[src/rtl/cart_map_pkg.sv]
package cart_map_pkg;

  typedef enum logic [1:0] {
    ST_KEY  = 2'd0,
    ST_RESP = 2'd1,
    ST_OPEN = 2'd2,
    ST_DEAD = 2'd3
  } lock_state_t;

  // Guard region for the handshake: 6000h-7FFFh.
  function automatic logic in_guard(input logic [15:0] a);
    return a[15:13] == 3'b011;
  endfunction

  // Full ROM window: 6000h-DFFFh.
  function automatic logic in_window(input logic [15:0] a);
    return (a >= 16'h6000) && (a < 16'hE000);
  endfunction

  // Window offset after removing the 6000h base (0..7FFFh).
  function automatic logic [14:0] win_offset(input logic [15:0] a);
    logic [15:0] d;
    d = a - 16'h6000;
    return d[14:0];
  endfunction

endpackage

[src/rtl/cart_key_seq.sv]
module cart_key_seq
  import cart_map_pkg::*;
#(
  parameter int          KEY_LEN   = 15,
  parameter logic [8*KEY_LEN-1:0] KEY = "UNLOCK SEQUENCE",
  parameter logic [7:0]  RESP_BYTE = 8'h47
) (
  input  logic        clk,
  input  logic        rst_n,
  input  logic        wr_stb,
  input  logic        rd_stb,
  input  logic        key_din,
  output lock_state_t state,
  output logic        resp_valid,
  output logic        resp_bit,
  output logic        mismatch_evt,
  output logic        key_done_evt,
  output logic        resp_last_evt
);
  localparam int CW = (KEY_LEN > 1) ? $clog2(KEY_LEN) : 1;

  logic [CW-1:0] char_idx;
  logic [3:0]    bit_idx;
  logic [2:0]    rd_idx;
  logic [7:0]    cur_char;
  logic          exp_bit;
  logic          last_char;
  logic          key_bit_evt;

  always_comb begin
    cur_char = KEY[(KEY_LEN - 1 - int'(char_idx)) * 8 +: 8];
    exp_bit  = (bit_idx == 4'd8) ? 1'b0 : cur_char[3'd7 - bit_idx[2:0]];
  end

  assign last_char     = (char_idx == CW'(KEY_LEN - 1));
  assign key_bit_evt   = (state == ST_KEY) && wr_stb;
  assign mismatch_evt  = key_bit_evt && (key_din != exp_bit);
  assign key_done_evt  = key_bit_evt && !mismatch_evt && (bit_idx == 4'd8) && last_char;
  assign resp_valid    = (state == ST_RESP) && rd_stb;
  assign resp_last_evt = resp_valid && (rd_idx == 3'd7);
  assign resp_bit      = resp_valid && RESP_BYTE[3'd7 - rd_idx];

  always_ff @(posedge clk) begin
    if (!rst_n) begin
      state    <= ST_KEY;
      char_idx <= '0;
      bit_idx  <= '0;
      rd_idx   <= '0;
    end else begin
      case (state)
        ST_KEY: if (wr_stb) begin
          if (key_din != exp_bit) begin
            state <= ST_DEAD;
          end else if (bit_idx == 4'd8) begin
            bit_idx <= '0;
            if (last_char) state <= ST_RESP;
            else           char_idx <= char_idx + 1'b1;
          end else begin
            bit_idx <= bit_idx + 1'b1;
          end
        end
        ST_RESP: if (rd_stb) begin
          rd_idx <= rd_idx + 1'b1;
          if (rd_idx == 3'd7) state <= ST_OPEN;
        end
        default: ;
      endcase
    end
  end

endmodule

[src/rtl/cart_bank_file.sv]
module cart_bank_file #(
  parameter int BANK_W    = 3,
  parameter bit DUAL_BANK = 1'b0
) (
  input  logic              clk,
  input  logic              rst_n,
  input  logic              wr_stb,
  input  logic [2:0]        addr_top,
  input  logic [BANK_W-1:0] wdata,
  output logic [BANK_W-1:0] hi_bank,
  output logic [BANK_W-1:0] lo_bank
);
  logic hi_load;
  assign hi_load = wr_stb && (addr_top == 3'b110);

  always_ff @(posedge clk) begin
    if (!rst_n)       hi_bank <= '0;
    else if (hi_load) hi_bank <= wdata;
  end

  generate
    if (DUAL_BANK) begin : g_dual
      logic lo_load;
      logic [BANK_W-1:0] lo_q;
      assign lo_load = wr_stb && (addr_top == 3'b100);
      always_ff @(posedge clk) begin
        if (!rst_n)       lo_q <= '0;
        else if (lo_load) lo_q <= wdata;
      end
      assign lo_bank = lo_q;
    end else begin : g_fixed
      assign lo_bank = '0;
    end
  endgenerate

endmodule

[src/rtl/cart_addr_xlat.sv]
module cart_addr_xlat
  import cart_map_pkg::*;
#(
  parameter int ROM_AW = 17
) (
  input  logic [15:0]        addr,
  input  logic               rd_stb,
  input  logic               open,
  input  logic [ROM_AW-15:0] hi_bank,
  input  logic [ROM_AW-15:0] lo_bank,
  output logic [ROM_AW-1:0]  rom_addr,
  output logic               rom_en
);
  logic [14:0]        off;
  logic [ROM_AW-15:0] bank;

  always_comb begin
    off      = win_offset(addr);
    bank     = off[14] ? hi_bank : lo_bank;
    rom_addr = {bank, off[13:0]};
    rom_en   = rd_stb && open && in_window(addr);
  end

endmodule

[src/rtl/cart_guard_mapper.sv]
module cart_guard_mapper
  import cart_map_pkg::*;
#(
  parameter int          ROM_AW    = 17,
  parameter bit          DUAL_BANK = 1'b0,
  parameter int          KEY_LEN   = 15,
  parameter logic [8*KEY_LEN-1:0] KEY = "UNLOCK SEQUENCE",
  parameter logic [7:0]  RESP_BYTE = 8'h47
) (
  input  logic              clk,
  input  logic              rst_n,
  input  logic [15:0]       cpu_addr,
  input  logic [7:0]        cpu_wdata,
  input  logic              cpu_rnw,
  input  logic              cpu_ce_n,
  output logic [ROM_AW-1:0] rom_addr,
  output logic              rom_en,
  output logic              resp_valid,
  output logic              resp_bit
);
  localparam int BANK_W = ROM_AW - 14;

  logic wr_acc, rd_acc, guard_hit;
  lock_state_t lock_state;
  logic lock_open, lock_dead, resp_phase;
  logic mismatch_evt, key_done_evt, resp_last_evt;
  logic [BANK_W-1:0] hi_bank, lo_bank;

  assign wr_acc    = !cpu_ce_n && !cpu_rnw;
  assign rd_acc    = !cpu_ce_n &&  cpu_rnw;
  assign guard_hit = in_guard(cpu_addr);

  cart_key_seq #(
    .KEY_LEN(KEY_LEN), .KEY(KEY), .RESP_BYTE(RESP_BYTE)
  ) u_key (
    .clk(clk), .rst_n(rst_n),
    .wr_stb(wr_acc && guard_hit),
    .rd_stb(rd_acc && guard_hit),
    .key_din(cpu_wdata[2]),
    .state(lock_state),
    .resp_valid(resp_valid),
    .resp_bit(resp_bit),
    .mismatch_evt(mismatch_evt),
    .key_done_evt(key_done_evt),
    .resp_last_evt(resp_last_evt)
  );

  assign lock_open  = (lock_state == ST_OPEN);
  assign lock_dead  = (lock_state == ST_DEAD);
  assign resp_phase = (lock_state == ST_RESP);

  cart_bank_file #(.BANK_W(BANK_W), .DUAL_BANK(DUAL_BANK)) u_bank (
    .clk(clk), .rst_n(rst_n),
    .wr_stb(wr_acc),
    .addr_top(cpu_addr[15:13]),
    .wdata(cpu_wdata[BANK_W-1:0]),
    .hi_bank(hi_bank),
    .lo_bank(lo_bank)
  );

  cart_addr_xlat #(.ROM_AW(ROM_AW)) u_xlat (
    .addr(cpu_addr),
    .rd_stb(rd_acc),
    .open(lock_open),
    .hi_bank(hi_bank),
    .lo_bank(lo_bank),
    .rom_addr(rom_addr),
    .rom_en(rom_en)
  );

endmodule

[config.mk]
export PLATFORM = sky130hd
export DESIGN_NAME = cart_guard_mapper
export DESIGN_NICKNAME = d
export VERILOG_FILES = /design/src/rtl/cart_map_pkg.sv /design/src/rtl/cart_key_seq.sv /design/src/rtl/cart_bank_file.sv /design/src/rtl/cart_addr_xlat.sv /design/src/rtl/cart_guard_mapper.sv
export SDC_FILE = /design/constraint.sdc
export NUM_CORES = 1
export LEC_CHECK = 0
export BUFFER_PORTS_ARGS = -buffer_cell sky130_fd_sc_hd__buf_2
export CAP_MARGIN = 5
export CORE_MARGIN = 8
export CORE_UTILIZATION = 50
export CTS_BUF_LIST = sky130_fd_sc_hd__clkbuf_8 sky130_fd_sc_hd__clkbuf_16
export CTS_CLUSTER_SIZE = 25
export DETAILED_ROUTE_END_ITERATION = 10
export PLACE_DENSITY = 0.79
export SYNTH_ARGS = -nofsm -noshare
export SYNTH_HDL_FRONTEND = slang
export SYNTH_SLANG_ARGS = --single-unit
[constraint.sdc]
create_clock -name clk -period 3.5 [get_ports clk]
set_input_delay 0.35 -clock clk [delete_from_list [all_inputs] [get_ports clk]]
set_output_delay 0.35 -clock clk [all_outputs]
set_load 0.1 [all_outputs]
Word-level counts from Yosys, hierarchy flattened. Memory sizes are Yosys's and may differ from the RTL's. Index checks and enable logic that the tools add are counted. Widths: inputs -> output; s select.

Register bits after elaboration: 16. Latch bits: 0. RAM bits: 0. Memory bits (read-only): 8. Bits of input ports: 28. Output and inout bits: 20. Logic and storage cells: 64. Memories: 1.

Memory list: (no name shown) (words 8, bits a word 1, read ports 1, clocked after memory_dff 0, write ports 0, RTL line cart_key_seq.sv:41) `assign resp_bit = resp_valid && RESP_BYTE[3'd7 - rd_idx];`.

Add/subtract/negate cells: 7. $mul: 0. Div/mod/pow operators: 0. $lt $le $gt $ge: 4. Equal/unequal tests: 13. Shift operators: 1. Mux-type cells: 13. Bitwise gates (word level): 2. Reductions and logical operators: 18.

Operators with widths (count): $shiftx 120x32->8 const A (1); $ge 16x15->1 const B (1); $lt 16x16->1 const B (1); $sub 15x15->15 const B (1); $mux 2 (6); $logic_and 1x1->1 (10); $add 4x1->4 const B (2); $eq 4x4->1 const B (2); $lt 3x4->1 const B (2); $eq 3x3->1 const B (2); $ne 2x1->1 const B (3); $reduce_and 6->1 (1); $sub 3x3->3 const A (2); $reduce_and 5->1 (1); $sub 4x4->5 const A (1); $mux 4 (1); $pmux 2 s2 (1); $add 3x1->3 const B (1); $bmux 1 s3 (1); $eq 3x2->1 const B (1); $mux 1 (3); $mux 3 (1); $ne 3x2->1 const B (1); $ne 3x3->1 const B (1); 9 further kinds (11).

Depth between registers and ports, before layout. Gate-level depths: netlist of the first run.

Depth in word-level cells: 9. Mapped depth: 12. Mapped depth without buffers: 10.

By module. A second synthesis of the first run with hierarchy kept.

Cell total of the unflattened synthesis: 208. Area, all modules: 1600.3 sq um.

Modules (own cells, without submodules): cart_key_seq (instances 1, cells each 162, area an instance 1213.7 sq um, seq. area each 260.2 sq um); cart_addr_xlat (instances 1, cells each 22, area an instance 170.2 sq um, seq. area each 0.0 sq um); cart_bank_file (instances 1, cells each 18, area an instance 153.9 sq um, seq. area each 60.1 sq um); cart_guard_mapper (instances 1, cells each 6, area an instance 62.6 sq um, seq. area each 0.0 sq um).

Least setup slack after synthesis of the first run. Ideal clock, no wire load.

Path type: input to output. From: in cpu_ce_n. To: out rom_en. Data arrival time: 3.644 ns. Data required time: 3.150 ns. Path slack: -0.494 ns. Stages on the path: 2. Buffers on the path: 0. Cell sequence: nand2b_1 nor4b_1.

Cells in the longest elaborated chain, start to end: 4.

Ends and longest elaborated chain: start, declared (RTL line cart_guard_mapper.sv:15) `input logic cpu_ce_n,`; $logic_not 1->1 (RTL line cart_guard_mapper.sv:30) `assign rd_acc = !cpu_ce_n && cpu_rnw;`; $logic_and 1x1->1 (RTL line cart_guard_mapper.sv:30); $logic_and 1x1->1 (2 in series) (RTL line cart_addr_xlat.sv:21) `rom_en = rd_stb && open && in_window(addr);`; end, declared (RTL line cart_guard_mapper.sv:17) `output logic rom_en,`.

Every way passes these cells.

Worst setup path after layout of the first run.
From: reg u_key.char_idx[0]. To: reg u_key.bit_idx[3].

Cells in the longest elaborated chain, start to end: 8.

Ends and longest elaborated chain: start, declared (RTL line cart_key_seq.sv:22) `logic [CW-1:0] char_idx;`; start signal, assigned (RTL line cart_key_seq.sv:57) `else char_idx <= char_idx + 1'b1;`; $sub 4x4->5 (RTL line cart_key_seq.sv:31) `cur_char = KEY[(KEY_LEN - 1 - int'(char_idx)) * 8 +: 8];`; $shiftx 120x32->8 (RTL line cart_key_seq.sv:31); $bmux 1 s3 (RTL line cart_key_seq.sv:32) `exp_bit = (bit_idx == 4'd8) ? 1'b0 : cur_char[3'd7 - bit_idx[2:0]];`; $mux 1 (not written as such) (RTL line cart_key_seq.sv:32); $mux 1 (RTL line cart_key_seq.sv:32); $ne 1x1->1; $not 1->1 (no line); $reduce_and 3->1 (no line); end signal, assigned (RTL line cart_key_seq.sv:59) `bit_idx <= bit_idx + 1'b1;`; end, declared (RTL line cart_key_seq.sv:23) `logic [3:0] bit_idx;`.

Every way passes these cells. The select of a mux whose other input is x is not followed. A chain may end at the register's enable or synchronous reset.

==> metrics.yaml, run 1 <==
timing:
  hold_viol: 0
  skew_ns: 0.000958
  timing.fmax_mhz: 338
  report.final.slew_viol_count: 0
  worst_pin_slew_ns: 0.624
  fin_tns_setup_ns: 0
  slew_headroom: 0.584
  setup_violations: 0
  final.min_clock_period_ns: 2.96
  fin_crit_sh: 0.845
  grt_setup_unrepaired: "false"
logic_synthesis:
  synth_seq_area_share: 0.225
  synth.area.top_cells: "dfxtp_1, ha_1, mux2i_1, buf_4, nor2_1"
  synth.top_cell.area_share: 0.225
  ys_ff_latch: 16
  syn_area_per_cell_um2: 7.84
  netlist-cell-type-count: 46
  syn-cell-area_mm2: 0.00143
  synth_ff_type: "dfxtp_1"
  yosysTopAreaCell: "dfxtp_1"
  synth_edf_count: 0
  ys.warnings.count: 0
  async_reset_ff_frac: 0
  netlist_instances: 182
  syn-num-nets: 220
critical_path:
  crit_family: "compound AO/OA/AOI/OAI gates"
  path_buf_inv: 1
  path_cells: "inv_1 -> ha_1 -> nand2b_1 -> a211oi_1 -> o31ai_1 -> a2111oi_0 -> a311oi_2 -> nand2_4 -> mux2i_1 -> a31oi_1"
  cp-end-kind: "flop"
  slowest_stage: "a2111oi_0"
  regToRegStartpoint: "u_key.char_idx[0]"
  r2r_end: "u_key.bit_idx[3]"
  startpoint_type: "flop"
  rr_worst_depth: 10
  criticalPathCategory: "reg -> reg"
  r2r_slack_ns: 0.54
  critPathMaxStageDelay_ns: 0.55
  cp.arrival_ns: 3.08
  critPathMaxFanout: 11
  critical_path_required_ns: 3.62
outcome:
  outcome: "complete, no violations"
pwr:
  finalPower_uw: 350
  cellPowerDensity_mw_per_mm2: 242
  leakagePower_nw: 0.592
  swShare: 0.229
  power_frac_comb: 0.090
  peakVddDrop_mv: 0.269
  p_int_uw: 270
  seq_power_share: 0.527
  p_sw_uw: 80.0
  p_clk_frac: 0.383
floorplan:
  start_util: 0.522
  core_area_mm2: 0.00273
  rows: 19
  die_h_um: 69.4
  io_pins: 48
  die_area_mm2: 0.00482
  die_w_um: 69.4
finish:
  drive_gt1_frac: 0.162
  multi_input_area_um2: 940
  diodes: 0
  fill_cells: 264
  final_cell_mix: "nor2_1, buf_2, dfxtp_1, nand2_1, mux2i_1"
  syn_to_final_growth_pct: 1.40
  final_nets: 219
  ff_latch_area_um2: 320
  final_common_cell: "nor2_1"
cts:
  hold_buffers: 0
  cts_tree: "built"
  cts_root_buffer: "clkbuf_8"
  clockBufferDepth: 2
  htreeDepth: 1
  post_cts_buffers: 0
  cts_buffers: 3
  post_cts_resized: 0
  cts_sinks: 16
  clkTransAtPathRegs_ns: 0.06
  clk-insertion-delay-late_ns: 0.25
global_routing:
  antenna_found_initial: 0
  track_usage: 0.129
  grt_max_degree: 21
  grt_pass1_wl_um: 5530
  gr-total-overflow: 0
  grt_pass1_vias: 1383
route:
  drc: 0
  via_per_inst: 5.95
  drt_iter0_markers: 89
  vias: 1249
  detail-route-antenna-nets: 0
  drt_first_pass_iters: 4
  routedWlPerCell_um: 14.9
  drt-total-wl_um: 3120
worst_hold_path:
  worstHoldPathCells: 3
  hp-class: "in -> reg"
  holdPathEnd: "u_bank.hi_bank[0]"
  hp-start: "cpu_wdata[0]"
placement:
  hpwl_um: 2410
  io_buffers: 16
  gp_congestion: 0.910
flow_run:
  cap_violations: 0
state kept, by name, summed over array words and instances (netlist names):
name and cells:
u_bank.hi_bank 3, u_key.bit_idx 4, u_key.state 2, u_key.rd_idx 3, u_key.char_idx 4
routing by layer:
layer  global-route usage  up-vias  part of all wire
met5                    0        -                 0
met4               0.0615        0            0.0096
met3               0.0501        2             0.059
met2                0.219       37              0.49
met1                0.136      585              0.44
li1                     -      625                 -
power groups by stage:
stage	Combinational [mW]	Clock [mW]	Sequential (mW)
finish	0.0316	0.134	0.184
global route	0.0350	0.145	0.184
CTS	0.0318	0.140	0.184
detailed placement	0.0318	0	0.188
global placement	0.0302	0	0.188
floorplan	0.0912	0	0.187
cell type report:
cell class / instances / share of cell area
clock buffers: 3 / 0.0285
inverters: 7 / 0.0182
multi-input cells: 137 / 0.650
flip-flops and latches: 16 / 0.221
well taps: 31 / 0.0268
repair buffers: 16 / 0.0554
worst min-delay path: cells and delay by family:
kind	cells	cell delay, ns
buffers and inverters	1	0.07
multiplexers	1	0.05
AND/OR/NAND/NOR	1	0.07
kinds of logic (layout without fill, tap and decap cells):
group / Yosys count / count (layout) / share of synthesized area
flops: 16 / 16 / 0.225
mux: 12 / 12 / 0.0851
compound gates: 38 / 38 / 0.189
simple gates: 72 / 72 / 0.261
buf+inv: 29 / 26 / 0.121
xor+xnor: 5 / 5 / 0.0307
fa+ha+maj: 10 / 10 / 0.0877
Yosys cell counts (all sizes together) (2+ instances only):
cell / instances
nor3b: 4
nor2: 20
a31oi: 4
a21oi: 9
and3: 5
nor2b: 7
dfxtp: 16
nand3: 6
o21ai: 5
nand2b: 2
buf: 18
nand2: 16
or2: 2
xnor2: 2
a211oi: 5
xor2: 3
nor3: 5
o211ai: 2
mux2i: 11
ha: 10
inv: 7
clkbuf: 4
nand3b: 2
worst max path at each step:
| stage | start | end | depth (start not counted) |
|---|---|---|---|
| 2_1_floorplan | cpu_addr[13] | resp_bit | 4 |
| 3_3_place_gp | u_key.char_idx[0] | u_key.bit_idx[3] | 9 |
| 3_5_place_dp | u_key.char_idx[0] | u_key.bit_idx[3] | 9 |
| 4_1_cts | u_key.char_idx[0] | u_key.bit_idx[3] | 9 |
| 5_1_grt | u_key.char_idx[0] | u_key.bit_idx[2] | 9 |
| 6_report | u_key.char_idx[0] | u_key.bit_idx[3] | 10 |
metrics by stage:
stage | hold slack [ns] | area [um^2] | cells | worst slack (ns) | utilization
global route | 0.376 | 1450 | 210 | 0.306 | 0.529
floorplan | 0.452 | 1430 | 182 | 0.331 | -
detailed placement | 0.479 | 1410 | 207 | 0.603 | 0.514
global placement | 0.470 | 1410 | 207 | 0.718 | 0.514
finish | 0.339 | 1450 | 210 | 0.542 | 0.529
CTS | 0.333 | 1450 | 210 | 0.581 | 0.529
Note: power is estimated with default switching activity, not from simulation.
==> run 2: changes to the inputs <==
Settings changed: CORE_UTILIZATION 50 to 45, PLACE_DENSITY 0.79 to 0.75.
Clock period 3.5 ns to 2.5 ns, I/O delays scaled along.
==> run 2 against run 1 <==
Net effect: cell count increased by 16%; register-to-register slack got worse by 0.47 ns; worst setup slack got worse by 0.47 ns; combinational power increased by 48%; total power increased by 53%; sequential power increased by 39%; flip-flop and latch count unchanged; core utilization increased by 2.7 points; sequential share of layout area decreased by 2.7 points; clock skew increased by 0.00096 ns; clock power increased by 72%; critical endpoint unchanged; largest power group unchanged; highest routed layer unchanged.
==> metrics.yaml, run 2 (same netlist as run 1, synthesis figures left out) <==
route:
  drt-total-wl_um: 3230  # +3.6%
  vias: 1282  # +2.6%
  routedWlPerCell_um: 13.3  # -10%
  drc: 0  # unchanged
  drt_first_pass_iters: 4  # unchanged
  via_per_inst: 5.28  # -11%
  detail-route-antenna-nets: 0  # unchanged
  drt_iter0_markers: 42  # -53%
cts:
  cts_tree: "built"
  hold_buffers: 0  # unchanged
  htreeDepth: 1  # unchanged
  cts_root_buffer: "clkbuf_8"
  clockBufferDepth: 2  # unchanged
  cts_buffers: 3  # unchanged
  cts_sinks: 16  # unchanged
  clkTransAtPathRegs_ns: 0.06  # about the same
  clk-insertion-delay-late_ns: 0.25  # about the same
placement:
  hpwl_um: 2210  # -8.2%
  dpl.cell_count: 233  # +13%
  gp_congestion: 0.848  # -6.8%
  io_buffers: 16  # unchanged
  post_dp_cell_area_mm2: 0.00153  # +8.6%
finish:
  diodes: 0  # unchanged
  drive_gt1_frac: 0.307  # +0.145
  final_nets: 238  # +8.7%
  reg_top3: "u_key.bit_idx (4), u_key.char_idx (4)"
  syn_to_final_growth_pct: 18.0
  finish.utilization: 0.556  # +0.0267
  post-route-cell-area_mm2: 0.00168  # +16%
  final_cell_mix: "nor2_1, buf_4, buf_2, nand2_1, dfxtp_1"
  stdcell_count: 243  # +16%
  final_common_cell: "nor2_1"
global_routing:
  grt_pass1_vias: 1285  # -7.1%
  gr-total-overflow: 0  # unchanged
  antenna_found_initial: 0  # unchanged
  grt_max_degree: 14  # -33%
  grt_pass1_wl_um: 5250  # -5.1%
  track_usage: 0.122  # -0.00717
timing:
  setup_violations: 0  # unchanged
  fin_crit_sh: 0.970  # +0.125
  timing.fmax_mhz: 412  # +22%
  worst_pin_slew_ns: 0.490  # -0.134 ns
  report.final.slew_viol_count: 0  # unchanged
  slew_headroom: 0.676  # +0.0923
  hold_viol: 0  # unchanged
  final.min_clock_period_ns: 2.43  # -0.532 ns
  skew_ns: 0.00192  # +0.000960 ns
  whs_ns: 0.233  # -0.106 ns
pwr:
  cellPowerDensity_mw_per_mm2: 317  # +31%
  finalPower_uw: 534  # +53%
  peakVddDrop_mv: 0.316  # +18%
  leakagePower_nw: 0.705  # +19%
floorplan:
  start_util: 0.471  # -0.0507
  die_h_um: 72.3  # +4.2%
  io_pins: 48  # unchanged
  die_area_mm2: 0.00523  # +8.5%
  core_area_mm2: 0.00303  # +11%
  rows: 20  # +1
  die_w_um: 72.3  # +4.2%
critical_path:
  path_cells: "ha_4 -> nor2_1 -> o21ba_2 -> o311a_1 -> o31a_1 -> a211o_1 -> nand2_4 -> mux2i_1 -> a31oi_1"
  criticalPathCategory: "reg -> reg"
  critPathMaxFanout: 5  # -6
  slowest_stage: "a211o_1"
  cp.arrival_ns: 2.55  # -0.53 ns
  startpoint_type: "flop"
  critPathMaxStageDelay_ns: 0.38  # -0.17 ns
  cp-end-kind: "flop"
  critical_path_required_ns: 2.62  # -1.00 ns
flow_run:
  cap_violations: 0  # unchanged
worst_hold_path:
  hp-class: "in -> reg"
outcome:
  outcome: "complete, no violations"
-- run 2: path summary, 6_finish.rpt --
path | cells after the start | slack [ns] | start | end
min reg2reg | 2 | 0.49 | u_bank.hi_bank[1] | u_bank.hi_bank[1]
max | 9 | 0.07 | u_key.char_idx[0] | u_key.bit_idx[3]
max reg2reg | 9 | 0.07 | u_key.char_idx[0] | u_key.bit_idx[3]
min | 3 | 0.23 | cpu_wdata[1] | u_bank.hi_bank[1]
-- run 2: repair_timing --
action,in CTS,in global routing
hold endpoints to repair,0,0
gates cloned,1,0
setup endpoints to repair,7,10
resized for setup,2,13
pin swaps,2,4
setup buffers,3,2
-- run 2: where the power goes --
part           internal (mW)  switching, mW
Combinational         0.0162         0.0307
Clock                  0.140         0.0912
Sequential             0.255        0.00121
Total                  0.411          0.123
-- run 2: metal layers --
layer,GRT usage,part of all wire
met1,0.140,0.48
met2,0.203,0.47
met3,0.0331,0.039
met4,0.0590,0.015
met5,0,0
-- run 2: worst max-delay path: cells and delay by family (launching register included) --
kind	cells	cell delay (ns)
multiplexers	1	0.18
AO/OA/AOI/OAI	5	1.27
flip-flops	1	0.36
adder cells (fa/ha/maj)	1	0.17
AND/OR/NAND/NOR	2	0.31
-- run 2: layout make-up --
class | instances | area, um^2
fillers | 290 | 1350
multi-input cells | 138 | 1000
flip-flops and latches | 16 | 327
repair buffers | 34 | 215
clock buffers | 4 | 55.1
well taps | 44 | 55.1
inverters | 7 | 26.3
-- run 2: stage by stage --
step	TNS, ns	setup WS, ns
global placement	0	0.0140
detailed placement	-0.139	-0.0691
finish	0	0.0743
CTS	0	0.00468
floorplan	-1.00	-0.333
global route	-0.00704	-0.00442
